==> config.mk <==
export PLATFORM = sky130hd
export DESIGN_NAME = nlf16_pipe
export DESIGN_NICKNAME = d
export VERILOG_FILES = /design/src/rtl/nlf16_pkg.sv /design/src/rtl/nlf16_delay.sv /design/src/rtl/nlf16_sbox.sv /design/src/rtl/nlf16_pipe.sv
export SDC_FILE = /design/constraint.sdc
export NUM_CORES = 1
export LEC_CHECK = 0
export CAP_MARGIN = 20
export CORE_ASPECT_RATIO = 0.8
export CORE_MARGIN = 3
export CORE_UTILIZATION = 35
export CTS_BUF_LIST = sky130_fd_sc_hd__clkbuf_8
export CTS_CLUSTER_DIAMETER = 50
export CTS_CLUSTER_SIZE = 28
export DETAILED_ROUTE_END_ITERATION = 8
export SETUP_SLACK_MARGIN = 0.3
export SLEW_MARGIN = 5
export SYNTH_ARGS = -nofsm -noshare
export SYNTH_HDL_FRONTEND = slang
export SYNTH_SLANG_ARGS = --single-unit
==> constraint.sdc <==
create_clock -name clk -period 4.35 [get_ports clk]
set_clock_uncertainty 0.15 [all_clocks]
set_input_delay 0.87 -clock clk [delete_from_list [all_inputs] [get_ports clk]]
set_output_delay 0.87 -clock clk [all_outputs]
set_load 0.02 [all_outputs]
==> src/rtl/nlf16_pkg.sv <==
package nlf16_pkg;

    localparam int LANE_W = 9;
    localparam int LANE_N = 7;
    localparam int WORD_W = LANE_W + LANE_N;

    typedef logic [LANE_W-1:0] lane9_t;
    typedef logic [LANE_N-1:0] lane7_t;

    // operand: wide lane on top
    typedef struct packed {
        lane9_t wide;
        lane7_t narrow;
    } operand_t;

    // subkey: 7-bit part on top, mixed into the narrow lane
    typedef struct packed {
        lane7_t k7;
        lane9_t k9;
    } subkey_t;

    // result: narrow lane on top
    typedef struct packed {
        lane7_t narrow;
        lane9_t wide;
    } result_t;

    function automatic lane9_t flip9(input lane9_t v);
        lane9_t r;
        for (int i = 0; i < LANE_W; i++) r[i] = v[LANE_W-1-i];
        return r;
    endfunction

    function automatic lane7_t flip7(input lane7_t v);
        lane7_t r;
        for (int i = 0; i < LANE_N; i++) r[i] = v[LANE_N-1-i];
        return r;
    endfunction

    // first half of the S9 terms (x0 = lane MSB)
    function automatic lane9_t s9_part_a(input lane9_t v);
        lane9_t x, y;
        x = flip9(v);
        y[0] = (x[0]&x[4])^(x[0]&x[5])^(x[1]&x[5])^(x[1]&x[6])^(x[2]&x[6]);
        y[1] = (x[0]&x[2])^x[3]^(x[1]&x[3])^(x[2]&x[3])^(x[3]&x[4])^(x[4]&x[5]);
        y[2] = (x[0]&x[1])^(x[1]&x[3])^x[4]^(x[0]&x[4])^(x[2]&x[4])^(x[3]&x[4]);
        y[3] = x[0]^(x[1]&x[2])^(x[2]&x[4])^x[5]^(x[1]&x[5])^(x[3]&x[5]);
        y[4] = x[1]^(x[0]&x[3])^(x[2]&x[3])^(x[0]&x[5])^(x[3]&x[5])^x[6];
        y[5] = x[2]^(x[0]&x[3])^(x[1]&x[4])^(x[3]&x[4])^(x[1]&x[6])^(x[4]&x[6]);
        y[6] = (x[0]&x[1])^x[3]^(x[1]&x[4])^(x[2]&x[5])^(x[4]&x[5])^(x[2]&x[7]);
        y[7] = x[1]^(x[0]&x[1])^(x[1]&x[2])^(x[2]&x[3])^(x[0]&x[4])^x[5];
        y[8] = x[0]^(x[0]&x[1])^(x[1]&x[2])^x[4]^(x[0]&x[5])^(x[2]&x[5]);
        return flip9(y);
    endfunction

    // second half of the S9 terms, constants included
    function automatic lane9_t s9_part_b(input lane9_t v);
        lane9_t x, y;
        x = flip9(v);
        y[0] = (x[2]&x[7])^(x[3]&x[7])^(x[3]&x[8])^(x[4]&x[8])^1'b1;
        y[1] = (x[0]&x[6])^(x[2]&x[6])^x[7]^(x[0]&x[8])^(x[3]&x[8])^(x[5]&x[8])^1'b1;
        y[2] = (x[4]&x[5])^(x[0]&x[6])^(x[5]&x[6])^(x[1]&x[7])^(x[3]&x[7])^x[8];
        y[3] = (x[4]&x[5])^(x[5]&x[6])^(x[1]&x[7])^(x[6]&x[7])^(x[2]&x[8])^(x[4]&x[8]);
        y[4] = (x[2]&x[6])^(x[4]&x[6])^(x[5]&x[6])^(x[6]&x[7])^(x[2]&x[8])^(x[7]&x[8]);
        y[5] = x[7]^(x[3]&x[7])^(x[5]&x[7])^(x[6]&x[7])^(x[0]&x[8])^(x[7]&x[8]);
        y[6] = (x[5]&x[7])^x[8]^(x[0]&x[8])^(x[4]&x[8])^(x[6]&x[8])^(x[7]&x[8])^1'b1;
        y[7] = (x[1]&x[6])^(x[3]&x[6])^(x[0]&x[7])^(x[4]&x[7])^(x[6]&x[7])^(x[1]&x[8])^1'b1;
        y[8] = (x[3]&x[6])^(x[5]&x[6])^(x[0]&x[7])^(x[0]&x[8])^(x[3]&x[8])^(x[6]&x[8])^1'b1;
        return flip9(y);
    endfunction

    function automatic lane7_t s7_part_a(input lane7_t v);
        lane7_t x, y;
        x = flip7(v);
        y[0] = x[0]^(x[1]&x[3])^(x[0]&x[3]&x[4])^(x[1]&x[5])^(x[0]&x[2]&x[5]);
        y[1] = (x[0]&x[2])^(x[0]&x[4])^(x[3]&x[4])^(x[1]&x[5])^(x[2]&x[4]&x[5])^x[6];
        y[2] = (x[1]&x[2])^(x[0]&x[2]&x[3])^x[4]^(x[1]&x[4])^(x[0]&x[1]&x[4])^(x[0]&x[5]);
        y[3] = x[0]^x[1]^(x[0]&x[1]&x[2])^(x[0]&x[3])^(x[2]&x[4]);
        y[4] = (x[2]&x[3])^(x[0]&x[4])^(x[1]&x[3]&x[4])^x[5]^(x[2]&x[5]);
        y[5] = x[0]^x[1]^x[2]^(x[0]&x[1]&x[2])^(x[0]&x[3])^(x[1]&x[2]&x[3]);
        y[6] = (x[0]&x[1])^x[3]^(x[0]&x[3])^(x[2]&x[3]&x[4])^(x[0]&x[5])^(x[2]&x[5]);
        return flip7(y);
    endfunction

    function automatic lane7_t s7_part_b(input lane7_t v);
        lane7_t x, y;
        x = flip7(v);
        y[0] = (x[4]&x[5])^(x[0]&x[1]&x[6])^(x[2]&x[6])^(x[0]&x[5]&x[6])^(x[3]&x[5]&x[6])^1'b1;
        y[1] = (x[0]&x[6])^(x[3]&x[6])^(x[2]&x[3]&x[6])^(x[1]&x[4]&x[6])^(x[0]&x[5]&x[6])^1'b1;
        y[2] = (x[0]&x[4]&x[5])^(x[3]&x[4]&x[5])^(x[1]&x[6])^(x[3]&x[6])^(x[0]&x[3]&x[6])
             ^(x[4]&x[6])^(x[2]&x[4]&x[6]);
        y[3] = (x[1]&x[4]&x[5])^(x[2]&x[6])^(x[1]&x[3]&x[6])^(x[0]&x[4]&x[6])^(x[5]&x[6])^1'b1;
        y[4] = (x[1]&x[2]&x[5])^(x[0]&x[3]&x[5])^(x[1]&x[6])^(x[1]&x[5]&x[6])^(x[4]&x[5]&x[6])^1'b1;
        y[5] = (x[1]&x[4])^(x[0]&x[2]&x[4])^(x[0]&x[5])^(x[0]&x[1]&x[5])^(x[3]&x[5])
             ^(x[0]&x[6])^(x[2]&x[5]&x[6]);
        y[6] = (x[3]&x[5])^(x[1]&x[3]&x[5])^(x[1]&x[6])^(x[1]&x[2]&x[6])^(x[0]&x[3]&x[6])
             ^(x[4]&x[6])^(x[2]&x[5]&x[6]);
        return flip7(y);
    endfunction

    function automatic lane9_t sub9(input lane9_t v);
        return s9_part_a(v) ^ s9_part_b(v);
    endfunction

    function automatic lane7_t sub7(input lane7_t v);
        return s7_part_a(v) ^ s7_part_b(v);
    endfunction

    // unpipelined reference, used by the output assertion
    function automatic result_t nlf16_ref(input operand_t d, input subkey_t k);
        lane9_t a;
        lane7_t b;
        result_t r;
        a = sub9(d.wide) ^ {2'b00, d.narrow};
        b = sub7(d.narrow) ^ a[LANE_N-1:0] ^ k.k7;
        a = a ^ k.k9;
        a = sub9(a) ^ {2'b00, b};
        b = sub7(b) ^ a[LANE_N-1:0];
        r.narrow = b;
        r.wide   = a;
        return r;
    endfunction

endpackage

==> src/rtl/nlf16_delay.sv <==
module nlf16_delay #(
    parameter int W = 1,
    parameter int N = 1
) (
    input  logic         clk,
    input  logic         rst,
    input  logic [W-1:0] d,
    output logic [W-1:0] q
);
    generate
        if (N == 0) begin : g_wire
            assign q = d;
        end else begin : g_regs
            logic [W-1:0] tap [N];
            always_ff @(posedge clk) begin
                if (rst) begin
                    for (int i = 0; i < N; i++) tap[i] <= '0;
                end else begin
                    tap[0] <= d;
                    for (int i = 1; i < N; i++) tap[i] <= tap[i-1];
                end
            end
            assign q = tap[N-1];
        end
    endgenerate
endmodule

==> src/rtl/nlf16_sbox.sv <==
module nlf16_sbox
    import nlf16_pkg::*;
#(
    parameter int W = 9
) (
    input  logic         clk,
    input  logic         rst,
    input  logic [W-1:0] x,
    input  logic [W-1:0] mix,
    output logic [W-1:0] y
);
    logic [W-1:0] part_a_n, part_b_n, whole_n;
    logic [W-1:0] part_a_q, part_b_q, y_q;
    logic [1:0]   warm;

    generate
        if (W == LANE_W) begin : g_s9
            assign part_a_n = s9_part_a(x);
            assign part_b_n = s9_part_b(x);
            assign whole_n  = sub9(x);
        end else begin : g_s7
            assign part_a_n = s7_part_a(x);
            assign part_b_n = s7_part_b(x);
            assign whole_n  = sub7(x);
        end
    endgenerate

    // stage one holds two partial sums, stage two folds them with mix
    always_ff @(posedge clk) begin
        if (rst) begin
            part_a_q <= '0;
            part_b_q <= '0;
            y_q      <= '0;
        end else begin
            part_a_q <= part_a_n;
            part_b_q <= part_b_n;
            y_q      <= part_a_q ^ part_b_q ^ mix;
        end
    end
    assign y = y_q;

    always_ff @(posedge clk) begin
        if (rst)            warm <= '0;
        else if (warm != 2) warm <= warm + 2'd1;
    end


    sbox_poly_chk: assert property (@(posedge clk) disable iff (rst)
        (warm == 2) |-> (y == ($past(whole_n, 2) ^ $past(mix))));
endmodule

==> src/rtl/nlf16_pipe.sv <==
module nlf16_pipe
    import nlf16_pkg::*;
#(
    parameter bit EXTRA_OUT_REG = 1'b0
) (
    input  logic        clk,
    input  logic        rst,
    input  logic        in_valid,
    input  logic [15:0] in_data,
    input  logic [15:0] in_key,
    output logic        out_valid,
    output logic [15:0] out_data
);
    localparam int CORE_LAT = 7;
    localparam int LAT      = CORE_LAT + (EXTRA_OUT_REG ? 1 : 0);
    localparam logic [3:0] LAT4 = 4'(LAT);

    // stage 1: capture
    logic     s1_v;
    operand_t s1_d;
    subkey_t  s1_k;
    always_ff @(posedge clk) begin
        if (rst) begin
            s1_v <= 1'b0;
            s1_d <= '0;
            s1_k <= '0;
        end else begin
            s1_v <= in_valid;
            s1_d <= operand_t'(in_data);
            s1_k <= subkey_t'(in_key);
        end
    end

    lane7_t  nar_2, nar_3;
    subkey_t key_3;
    lane7_t  k7_4;
    lane9_t  a9_3, a9_4, c9raw_5, c9_7;
    lane7_t  b7_5, e7_7;
    lane9_t  c9_6;
    logic    v_7;

    nlf16_delay #(.W(LANE_N), .N(1)) u_nar2 (.clk(clk), .rst(rst), .d(s1_d.narrow), .q(nar_2));
    nlf16_delay #(.W(LANE_N), .N(1)) u_nar3 (.clk(clk), .rst(rst), .d(nar_2), .q(nar_3));
    nlf16_delay #(.W(WORD_W), .N(2)) u_key3 (.clk(clk), .rst(rst), .d(s1_k), .q(key_3));
    nlf16_delay #(.W(LANE_N), .N(1)) u_k7_4 (.clk(clk), .rst(rst), .d(key_3.k7), .q(k7_4));
    nlf16_delay #(.W(LANE_W), .N(1)) u_a9_4 (.clk(clk), .rst(rst), .d(a9_3), .q(a9_4));
    nlf16_delay #(.W(1), .N(CORE_LAT-1)) u_vld (.clk(clk), .rst(rst), .d(s1_v), .q(v_7));

    // stages 2-3: first wide substitution, narrow lane folded in
    nlf16_sbox #(.W(LANE_W)) u_s9_first (
        .clk(clk), .rst(rst), .x(s1_d.wide), .mix({2'b00, nar_2}), .y(a9_3));

    // stages 4-5: first narrow substitution with key, in parallel with second wide one
    nlf16_sbox #(.W(LANE_N)) u_s7_first (
        .clk(clk), .rst(rst), .x(nar_3), .mix(a9_4[LANE_N-1:0] ^ k7_4), .y(b7_5));
    nlf16_sbox #(.W(LANE_W)) u_s9_second (
        .clk(clk), .rst(rst), .x(a9_3 ^ key_3.k9), .mix('0), .y(c9raw_5));

    // stage 6: zero-extended narrow lane joins the wide lane
    always_ff @(posedge clk) begin
        if (rst) c9_6 <= '0;
        else     c9_6 <= c9raw_5 ^ {2'b00, b7_5};
    end

    // stages 6-7: second narrow substitution, truncated wide lane folded in
    nlf16_sbox #(.W(LANE_N)) u_s7_second (
        .clk(clk), .rst(rst), .x(b7_5), .mix(c9_6[LANE_N-1:0]), .y(e7_7));
    nlf16_delay #(.W(LANE_W), .N(1)) u_c9_7 (.clk(clk), .rst(rst), .d(c9_6), .q(c9_7));

    result_t core_res;
    assign core_res.narrow = e7_7;
    assign core_res.wide   = c9_7;

    generate
        if (EXTRA_OUT_REG) begin : g_outreg
            logic    ov_q;
            result_t od_q;
            always_ff @(posedge clk) begin
                if (rst) begin
                    ov_q <= 1'b0;
                    od_q <= '0;
                end else begin
                    ov_q <= v_7;
                    od_q <= core_res;
                end
            end
            assign out_valid = ov_q;
            assign out_data  = od_q;
        end else begin : g_direct
            assign out_valid = v_7;
            assign out_data  = core_res;
        end
    endgenerate

    logic [3:0] since_rst;
    always_ff @(posedge clk) begin
        if (rst)                   since_rst <= '0;
        else if (since_rst != LAT4) since_rst <= since_rst + 4'd1;
    end


    reset_quiet_chk: assert property (@(posedge clk) disable iff (rst)
        $past(rst) |-> !out_valid);

    valid_latency_chk: assert property (@(posedge clk) disable iff (rst)
        (since_rst == LAT4) |-> (out_valid == $past(in_valid, LAT)));

    result_value_chk: assert property (@(posedge clk) disable iff (rst)
        (since_rst == LAT4 && out_valid) |->
        (out_data == $past(nlf16_ref(operand_t'(in_data), subkey_t'(in_key)), LAT)));
endmodule

* Word level (Yosys, flattened, before mapping)
Memories as Yosys holds them, arrays and structs flattened. Cells that the tools add are included.
Storage, ports and cells: register bits 138, bits in latches 0, bits in writable memories 77, ROM bits 0, output and inout bits 17, logic and storage cells 565, memories 7
Memory list:
- u_key3.g_regs.tap | depth 2, width 16, read ports 2, clocked after Yosys merged registers in 0, wr ports 2, line nlf16_delay.sv:14 | logic [W-1:0] tap [N];
- u_a9_4.g_regs.tap | depth 1, width 9, read ports 1, clocked after Yosys merged registers in 0, wr ports 1, line nlf16_delay.sv:14
- u_c9_7.g_regs.tap | depth 1, width 9, read ports 1, clocked after Yosys merged registers in 0, wr ports 1, line nlf16_delay.sv:14
- u_k7_4.g_regs.tap | depth 1, width 7, read ports 1, clocked after Yosys merged registers in 0, wr ports 1, line nlf16_delay.sv:14
- u_nar2.g_regs.tap | depth 1, width 7, read ports 1, clocked after Yosys merged registers in 0, wr ports 1, line nlf16_delay.sv:14
- u_nar3.g_regs.tap | depth 1, width 7, read ports 1, clocked after Yosys merged registers in 0, wr ports 1, line nlf16_delay.sv:14
- 1 more memories
Operators by class: add/sub/neg operators 0, $mul 0, div/mod/pow operators 0, magnitude comparators 0, equality and inequality tests 0, shift operators 0, multiplexer cells 21, bitwise gates (word level) 514, reductions and logical operators 5
Operators by type and width (number):
- $xor 1x1->1 | 304
- $and 1x1->1 | 174
- $xor 7x7->7 | 5
- $mux 16 | 2
- $xor 9x9->9 | 3
- $mux 7 | 3
- $reduce_or 7->1 | 3
- $mux 9 | 2
- $not 1->1 | 18
- $reduce_or 9->1 | 2
- $xor 9x7->9 | 2
- $mux 1 | 14
- $or 1x1->1 | 8

* Depth between registers and ports, before layout
Gate-level depths: netlist of run 1. An unclocked memory read counts as a cell.
depth after elaboration 9, gate-level depth with buffers 7

* Hierarchy
From an unflattened synthesis of run 1, not the netlist that was laid out.
Unflattened totals: cells, all modules 1125, area total of the unflattened synthesis 10286.1 um2
By module, submodules not included:
- nlf16_sbox (u_s9_first ...) | instances 2, cells each 233, area an instance 1901.8 um2, sequential area each 540.5 um2
- nlf16_sbox (u_s7_first ...) | instances 2, cells each 187, area an instance 1502.7 um2, sequential area each 420.4 um2
- nlf16_pipe | instances 1, cells each 112, area an instance 1311.3 um2, sequential area each 840.8 um2
- nlf16_delay (u_key3) | instances 1, cells each 83, area an instance 983.4 um2, sequential area each 640.6 um2
- nlf16_delay (u_k7_4 ...) | instances 3, cells each 14, area an instance 183.9 um2, sequential area each 140.1 um2
- nlf16_delay (u_a9_4 ...) | instances 2, cells each 18, area an instance 236.5 um2, sequential area each 180.2 um2
- nlf16_delay (u_vld) | instances 1, cells each 12, area an instance 157.7 um2, sequential area each 120.1 um2

* Worst setup path before layout of run 1
OpenSTA, ideal clock, no wires.
path type in2reg, from in rst, to reg u_s7_second.part_a_q[6], data arrival time 1781 ps, required time 4065 ps, slack 2283 ps, cell stages on the path 4, path buffers 3, path through clkbuf_1 > clkbuf_1 > clkbuf_1 > nor4_1
RTL lines:
- start, declared | line nlf16_pipe.sv:7 | input logic rst,
- end signal, assigned | line nlf16_sbox.sv:35 | part_a_q <= part_a_n;
- end, declared | line nlf16_sbox.sv:13 | logic [W-1:0] part_a_q, part_b_q, y_q;
No word-level cell between the ends.

* Final worst setup path of run 1
from reg u_s7_first.y_q[6], in the netlist u_s7_first.y[6], to reg u_s7_second.part_b_q[6]
On the way: word-level cells in the longest chain between the ends 7, elaborated cells on any way between the ends 9, classes of those cells bitwise (9)
RTL lines:
- start, declared | line nlf16_sbox.sv:13
- start signal, assigned | line nlf16_sbox.sv:37 | y_q <= part_a_q ^ part_b_q ^ mix;
- $and 1x1->1 (2 in series) | line nlf16_pkg.sv:88 | y[0] = (x[4]&x[5])^(x[0]&x[1]&x[6])^(x[2]&x[6])^(x[0]&x[5]&x[6])^(x[3]&x[5]&x[6])^1'b1;
- $xor 1x1->1 (2 in series) | line nlf16_pkg.sv:88
- $xor 1x1->1 (*)
- $xor 1x1->1 (*) | line nlf16_pkg.sv:88
- $not 1->1 (no source line) (*)
- end signal, assigned | line nlf16_sbox.sv:36 | part_b_q <= part_b_n;
- end, declared | line nlf16_sbox.sv:13
Every way passes the cells marked *; elsewhere a longest branch is shown, timed or not. A chain may end at the register's enable or synchronous reset.

==> metrics.md, run 1 <==
| Metric | Value |
|---|---|
| Peak clock frequency supported by timing | `350 MHz` |
| Worst Reg2Reg Path Length in Cells | `6` |
| Ys async rst share | `0` |
| Post-CTS setup buffer count | `0` |
| Area fraction of the dominant cell type after synthesis | `0.415` |
| Clock period minus worst slack | `2.86 ns` |
| Syn-to-layout area delta | `12.0%` |
| Routed wl met3 | `1030 um` |
| H-tree level count | `1` |
| # resized after CTS | `0` |
| Clock buffer count from CTS | `23` |
| Dominant register cell in the synthesized netlist | `dfxtp_1` |
| Final core utilization | `0.402` |
| Number of port buffers | `51` |
| Fraction of layout cells with a size suffix above 1 | `0.0667` |
| Leading cell types by total area after synthesis | `dfxtp_1 (41%), xnor2_1 (10%), nor2b_1 (7.4%)` |
| CTS sink count | `213` |
| Startpoint of the tightest hold check path | `u_key3.g_regs.tap[0][5]` |
| CTS tree | `yes` |
| Startpoint kind of the worst setup timing path | `register` |
| Antenna violations before repair | `0` |
| Largest net degree at the start of global routing | `108` |
| Count of cells along the worst hold path | `1` |
| Cell with the most instances after synthesis | `dfxtp_1` |
| Worst Hold Endpoint | `u_key3.g_regs.tap[0][21]` |
| Count of final max-slew check failures | `0` |
| Slew of the pin with the lowest slew margin | `1.13 ns` |
| Number of flops mapped to enable cells by yosys | `0` |
| Pwr Density | `412 nW/um2` |
| Finished Cell Area | `11500 um2` |
| Hold Worst Slack | `0.287 ns` |
| Count of TritonRoute iterations in the first routing pass | `5` |
| Data required time of the worst path | `4.58 ns` |
| Global-route wire length before repair | `34100 um` |
| Final Power | `4.74 mW` |
| Setup Total Neg Slack | `0 ns` |
| Antenna Diode Count | `0` |
| Cell Count, Final, Fillers Out | `1540` |
| GR Overflow Total | `0` |
| #FFs+latches synth | `213` |
| Clock transition at the registers of the reported paths | `0.13 ns` |
| Worst Setup End Kind | `register` |
| CP arrival | `3.09 ns` |
| Area post-placement | `10900 um2` |
| Reg-to-reg slack, setup | `1.49 ns` |
| Relative slew slack | `0.247` |
| Routed wl met2 | `8450 um` |
| Clock latency reported for the late side of the worst-skew pair | `0.59 ns` |
| Class of the tightest hold or removal check | `register to register` |
| Maximum resistive drop on vdd | `0.243 mV` |
| Cell at the root of the clock tree | `clkbuf_8` |
| Minimum setup slack in the final design | `1.49 ns` |
| Area of the mapped netlist | `10300 um2` |
| End of the worst register-to-register path | `u_s7_second.part_b_q[6]` |
| Total Die Area | `31500 um2` |
| Effective utilization at floorplan | `0.359` |
| Final weighted congestion in routability-driven placement | `0.811` |
| Synthesized net count | `1202` |
| Placed Cells incl. Taps | `1496` |
| Count of hold buffers inserted by post-cts repair | `0` |
| Number of global-route vias before repair | `6790` |
| Seq/Total Area, Yosys | `0.415` |
| Count of vias placed by the detailed router | `7513` |
| Ratio of routed vias to standard cells | `4.88` |
| Number of distinct library cells after synthesis | `78` |
| CP Class | `register to register` |
| Synthesized area per cell | `8.82 um2` |
| Post-placement setup slack | `1.54 ns` |
| Detailed-routing wirelength on met1 | `10400 um` |
| Mean routed wirelength per cell | `13.2 um` |
| Die X | `198 um` |
| Leakage power | `4.14 nW` |
| Number of filler cells placed in the layout | `2838` |
| DRT antenna net count | `0` |
| Standard-cell rows | `55` |
| Period utilization | `0.658` |
| DRC violation total after the first TritonRoute iteration | `542` |
| DRC violation count after routing | `0` |
| Max-cap violation count | `0` |
| Number of nets in the layout | `1190` |
| Count of warnings emitted by yosys | `0` |
| Total track usage | `0.126` |
| Result of the run | `complete, no violations` |
| Final WL | `20300 um` |
| Mapped Cells | `1165` |
| Top cell types by occurrence after synthesis | `dfxtp_1 (213), xnor2_1 (123), nor2b_1 (121)` |
| Critical Path Fanout Max | `32` |
| Crit Reg-Reg Startpoint | `u_s7_first.y[6]` |
| Height of the die | `159 um` |
| Number of buffers on the longest clock path | `3` |
| Placeable core region | `28600 um2` |
| Post-synth top area cell | `dfxtp_1` |
| Finish-stage setup viols | `0` |
| Top metal layer carrying routed signals | `met4` |
| Setup repair after global routing missed its margin | `no` |
| Top-Level Pins | `52` |
| Final hold violations | `0` |
| Detailed Place HPWL | `12700 um` |
| Startpoint of the worst setup timing path | `u_s7_first.y[6]` |
[cells by family after synthesis]
family                   count (synthesis)  share of synthesized area
AND/OR/NAND/NOR                        410                      0.205
AO/OA/AOI/OAI                          231                      0.146
flip-flops                             213                      0.415
XOR/XNOR                               175                      0.161
buffers and inverters                  112                     0.0482
multiplexers                            21                     0.0212
adder cells (fa/ha/maj)                  3                    0.00341
[layer usage]
| metal | GRT usage | vias up |
|---|---|---|
| met2 | 0.182 | 180 |
| met5 | 0 | - |
| met1 | 0.191 | 3410 |
| met4 | 0.0325 | 0 |
| met3 | 0.0241 | 29 |
| li1 | - | 3894 |
[critical path, stage by stage, from the launching register on]
cell	delay, ns
dfxtp_1	1.01
ha_1	0.48
xnor2_1	0.12
xnor2_1	0.31
mux2_2	0.37
o22ai_1	0.14
a211oi_1	0.11
[where the power goes]
part	switching (mW)	internal (mW)
clock network	0.900	0.661
logic	0.484	0.444
registers	0.132	2.12
total	1.52	3.22
[state kept, by name (all words and copies together), names as in the netlist, 9 cells and up]
name	flops
u_s9_first.y	9
s1_d	16
u_s9_second.y	9
u_c9_7.g_regs.tap	9
c9_6	9
u_s9_second.part_b_q	9
u_s9_first.part_b_q	9
u_key3.g_regs.tap	32
u_s9_second.part_a_q	9
u_s9_first.part_a_q	9
s1_k	16
[placed cells by master (no fill, tap or decap), drive strengths merged, types with 22 or more instances in the layout]
cell | Yosys | layout
a21oi | 72 | 72
xor2 | 43 | 43
nand2 | 76 | 76
clkbuf | 39 | 26
nand3 | 28 | 28
nor3 | 24 | 24
nor2 | 99 | 99
xnor2 | 130 | 130
dfxtp | 213 | 213
nand2b | 22 | 22
clkdlybuf4s50 | 0 | 50
o21ai | 42 | 42
nor2b | 121 | 121
[how the worst max path moves through the flow]
stage | endpoint | slack (ns) | cells past startpoint
2_1_floorplan | u_s7_second.part_a_q[6] | 2.28 | 4
3_3_place_gp | u_s7_second.part_b_q[6] | 1.58 | 6
4_1_cts | u_s7_second.part_b_q[6] | 1.51 | 6
5_1_grt | u_s7_second.part_b_q[6] | 1.35 | 6
3_5_place_dp | u_s7_second.part_b_q[6] | 1.54 | 6
6_report | u_s7_second.part_b_q[6] | 1.49 | 6
[final cells by class]
class,instances,area [um2],area share
Tap cell,370,463,0.0402
Inverter,12,45.0,0.00391
Clock inverter,16,235,0.0204
Sequential cell,213,4260,0.371
Multi-Input combinational cell,840,5520,0.479
Clock buffer,26,358,0.0311
Timing Repair Buffer,63,626,0.0544
Note: power is estimated with default switching activity, not from simulation.
==> inputs of run 2 (changes only) <==
clock period = 2.55 ns   (was 4.35 ns; I/O delays follow)
==> run 2 against run 1 <==
Compared with the run above:
- global-route usage up 0.70 points
- hold slack worse by 0.14 ns
- via count rose by 1.7%
- non-clock buffer count increased by 31
- cell area rose by 3.2%
- critical endpoint is now out_data[14]
==> metrics.md, run 2 (synthesis results as in run 1) <==
| Metric | Value |
|---|---|
| Result of the run | `complete, no violations` |
| Final WL | `21100 um (+4.1%)` |
| Detailed Place HPWL | `13900 um (+9.5%)` |
| Slew of the pin with the lowest slew margin | `0.680 ns (-0.446 ns)` |
| Registers with the most flip-flops | `u_key3.g_regs.tap (32), s1_d (16), s1_k (16)` |
| Worst Setup End Kind | `primary output` |
| Peak clock frequency supported by timing | `467 MHz` |
| Syn-to-layout area delta | `15.6%` |
| Flip-flop count of the largest register, all copies and words added | `32 (unchanged)` |
| Crit path buf inv count | `1 (+1)` |
| Standard-cell rows | `55 (unchanged)` |
| Fraction of layout cells with a size suffix above 1 | `0.0976 (+0.0309)` |
| Most frequent standard cell in the layout excluding fill and tap cells | `dfxtp_1` |
| GR Overflow Total | `0 (unchanged)` |
| Number of global-route vias before repair | `7073 (+4.2%)` |
| Data required time of the worst path | `1.89 ns (-2.69 ns)` |
| Effective utilization at floorplan | `0.359 (unchanged)` |
| CTS tree | `yes` |
| Number of buffers on the longest clock path | `3 (unchanged)` |
| Family with the most delay on the worst path | `buffers and inverters` |
| Most frequent cells in the layout | `dfxtp_1 (208), nor2b_1 (121), xnor2_1 (120), nor2_1 (99), nand2_1 (76)` |
| Ratio of routed vias to standard cells | `4.87 (-0.15%)` |
| Cell at the root of the clock tree | `clkbuf_8` |
| Antenna violations before repair | `0 (unchanged)` |
| Top-Level Pins | `52 (unchanged)` |
| Stages on the worst setup path | `1 (-5)` |
| Critical Path Fanout Max | `1 (-97%)` |
| Class of the tightest hold or removal check | `primary input to register` |
| Post-placement setup slack | `0.238 ns (-1.31 ns)` |
| Period utilization | `0.839` |
| Die X | `198 um (unchanged)` |
| Cell Count, Final, Fillers Out | `1569 (+1.9%)` |
| H-tree level count | `1 (unchanged)` |
| Crit Reg-Reg Startpoint | `u_s9_first.y[3]` |
| Setup repair after global routing missed its margin | `no` |
| Antenna Diode Count | `0 (unchanged)` |
| DRC violation total after the first TritonRoute iteration | `617 (+14%)` |
| Pwr Density | `706 nW/um2 (+72%)` |
| Relative slew slack | `0.544 (+0.297)` |
| Count of TritonRoute iterations in the first routing pass | `5 (unchanged)` |
| Placeable core region | `28600 um2 (unchanged)` |
| Reg-to-reg slack, setup | `0.46 ns (-1.03 ns)` |
| Global-route wire length before repair | `35500 um (+4.2%)` |
| Total track usage | `0.133 (+0.00700)` |
| Clock buffer count from CTS | `22 (-4.3%)` |
| Post-CTS setup buffer count | `0 (unchanged)` |
| Startpoint kind of the worst setup timing path | `register` |
| Mean routed wirelength per cell | `13.4 um (+2.2%)` |
| Leakage power | `4.34 nW (+4.9%)` |
| Setup Total Neg Slack | `0 ns (unchanged)` |
| Critical-path top delay cell | `clkdlybuf4s50_1` |
| Stage delay of the slowest cell on the critical path | `0.59 ns (-0.42 ns)` |
| Clock period minus worst slack | `2.14 ns` |
| Total Die Area | `31500 um2 (unchanged)` |
| Worst Reg2Reg Path Length in Cells | `5 (-1)` |
| Number of filler cells placed in the layout | `2819 (-0.67%)` |
| Hold Worst Slack | `0.142 ns (-0.145 ns)` |
| Biggest register | `u_key3.g_regs.tap` |
| Final Power | `8.39 mW (+77%)` |
| Critical path destination | `out_data[14]` |
| Finish-stage setup viols | `0 (unchanged)` |
| Count of final max-slew check failures | `0 (unchanged)` |
| Count of hold buffers inserted by post-cts repair | `0 (unchanged)` |
| Final weighted congestion in routability-driven placement | `0.831 (+2.5%)` |
| Placed Cells incl. Taps | `1529 (+2.2%)` |
| CTS sink count | `213 (unchanged)` |
| Final hold violations | `0 (unchanged)` |
| Minimum setup slack in the final design | `0.410 ns (-1.08 ns)` |
| Height of the die | `159 um (unchanged)` |
| Count of vias placed by the detailed router | `7643 (+1.7%)` |
| Clock latency reported for the late side of the worst-skew pair | `0.59 ns (about the same)` |
| Clock transition at the registers of the reported paths | `0.12 ns (about the same)` |
| Number of port buffers | `51 (unchanged)` |
| DRC violation count after routing | `0 (unchanged)` |
| Worst-path cell chain | `clkdlybuf4s50_1` |
| Number of nets in the layout | `1220 (+2.5%)` |
| Maximum resistive drop on vdd | `0.450 mV (+86%)` |
| End of the worst register-to-register path | `u_s9_second.part_a_q[5]` |
| Max-cap violation count | `0 (unchanged)` |
| CP arrival | `1.48 ns (-1.61 ns)` |
| CP Class | `register to primary output` |
| Startpoint of the worst setup timing path | `u_s7_second.y[5]` |
| DRT antenna net count | `0 (unchanged)` |
| Largest net degree at the start of global routing | `90 (-17%)` |
[run 2: cell count changes in the layout (fill, tap and decap cells not counted), moves of 2 or more]
| cell | before | now |
|---|---|---|
| dfxtp_1 | 213 | 208 |
| xnor2_1 | 123 | 120 |
| clkinvlp_4 | 3 | 0 |
| clkbuf_8 | 26 | 22 |
| clkinv_16 | 1 | 4 |
| buf_4 | 9 | 41 |
| xnor2_4 | 0 | 3 |
| dfxtp_2 | 0 | 5 |
| inv_12 | 2 | 4 |
| clkinv_2 | 2 | 0 |
[run 2: how the worst min path moves through the flow]
stage | start | end | slack [ns] | cells after the start
global placement | u_vld.g_regs.tap[0][0] | u_vld.g_regs.tap[0][1] | 0.27 | 1
CTS | rst | u_s9_second.y[7] | 0.11 | 2
global route | rst | u_s9_second.y[7] | 0.13 | 2
detailed placement | u_key3.g_regs.tap[0][7] | u_key3.g_regs.tap[0][23] | 0.27 | 1
finish | rst | u_s9_second.y[7] | 0.14 | 2
floorplan | u_s9_second.y[7] | c9_6[7] | 0.26 | 1
[run 2: routing by layer]
| metal | GRT usage | routed length, um | vias up |
|---|---|---|---|
| li1 | - | - | 3948 |
| met1 | 0.201 | 10600 | 3477 |
| met2 | 0.194 | 8880 | 182 |
| met3 | 0.0239 | 1120 | 36 |
| met4 | 0.0331 | 454 | 0 |
| met5 | 0 | 0 | - |
[run 2: power by group]
group | internal [mW] | switching [mW] | leakage, nW
clock network | 1.19 | 1.70 | 0.314
registers | 3.61 | 0.201 | 1.76
logic | 0.815 | 0.880 | 2.27
total | 5.61 | 2.78 | 4.34
[run 2: per-stage QoR]
stage,util,instance area [um2]
global route,0.415,11900
floorplan,-,10300
finish,0.415,11900
detailed placement,0.389,11100
global placement,0.389,11100
CTS,0.413,11800
[run 2: layout make-up]
type | count | area, um2 | area share
Inverter | 12 | 45.0 | 0.00379
Timing Repair Buffer | 94 | 858 | 0.0723
Multi-Input combinational cell | 840 | 5580 | 0.470
Tap cell | 370 | 463 | 0.0390
Sequential cell | 213 | 4270 | 0.359
Clock buffer | 22 | 303 | 0.0255
Clock inverter | 18 | 355 | 0.0299
[run 2: timing repair]
action	4_1_cts	5_1_grt
gates resized for setup	4	10
pin swaps	0	1
hold endpoints to repair	0	0
setup endpoints to repair	7	11
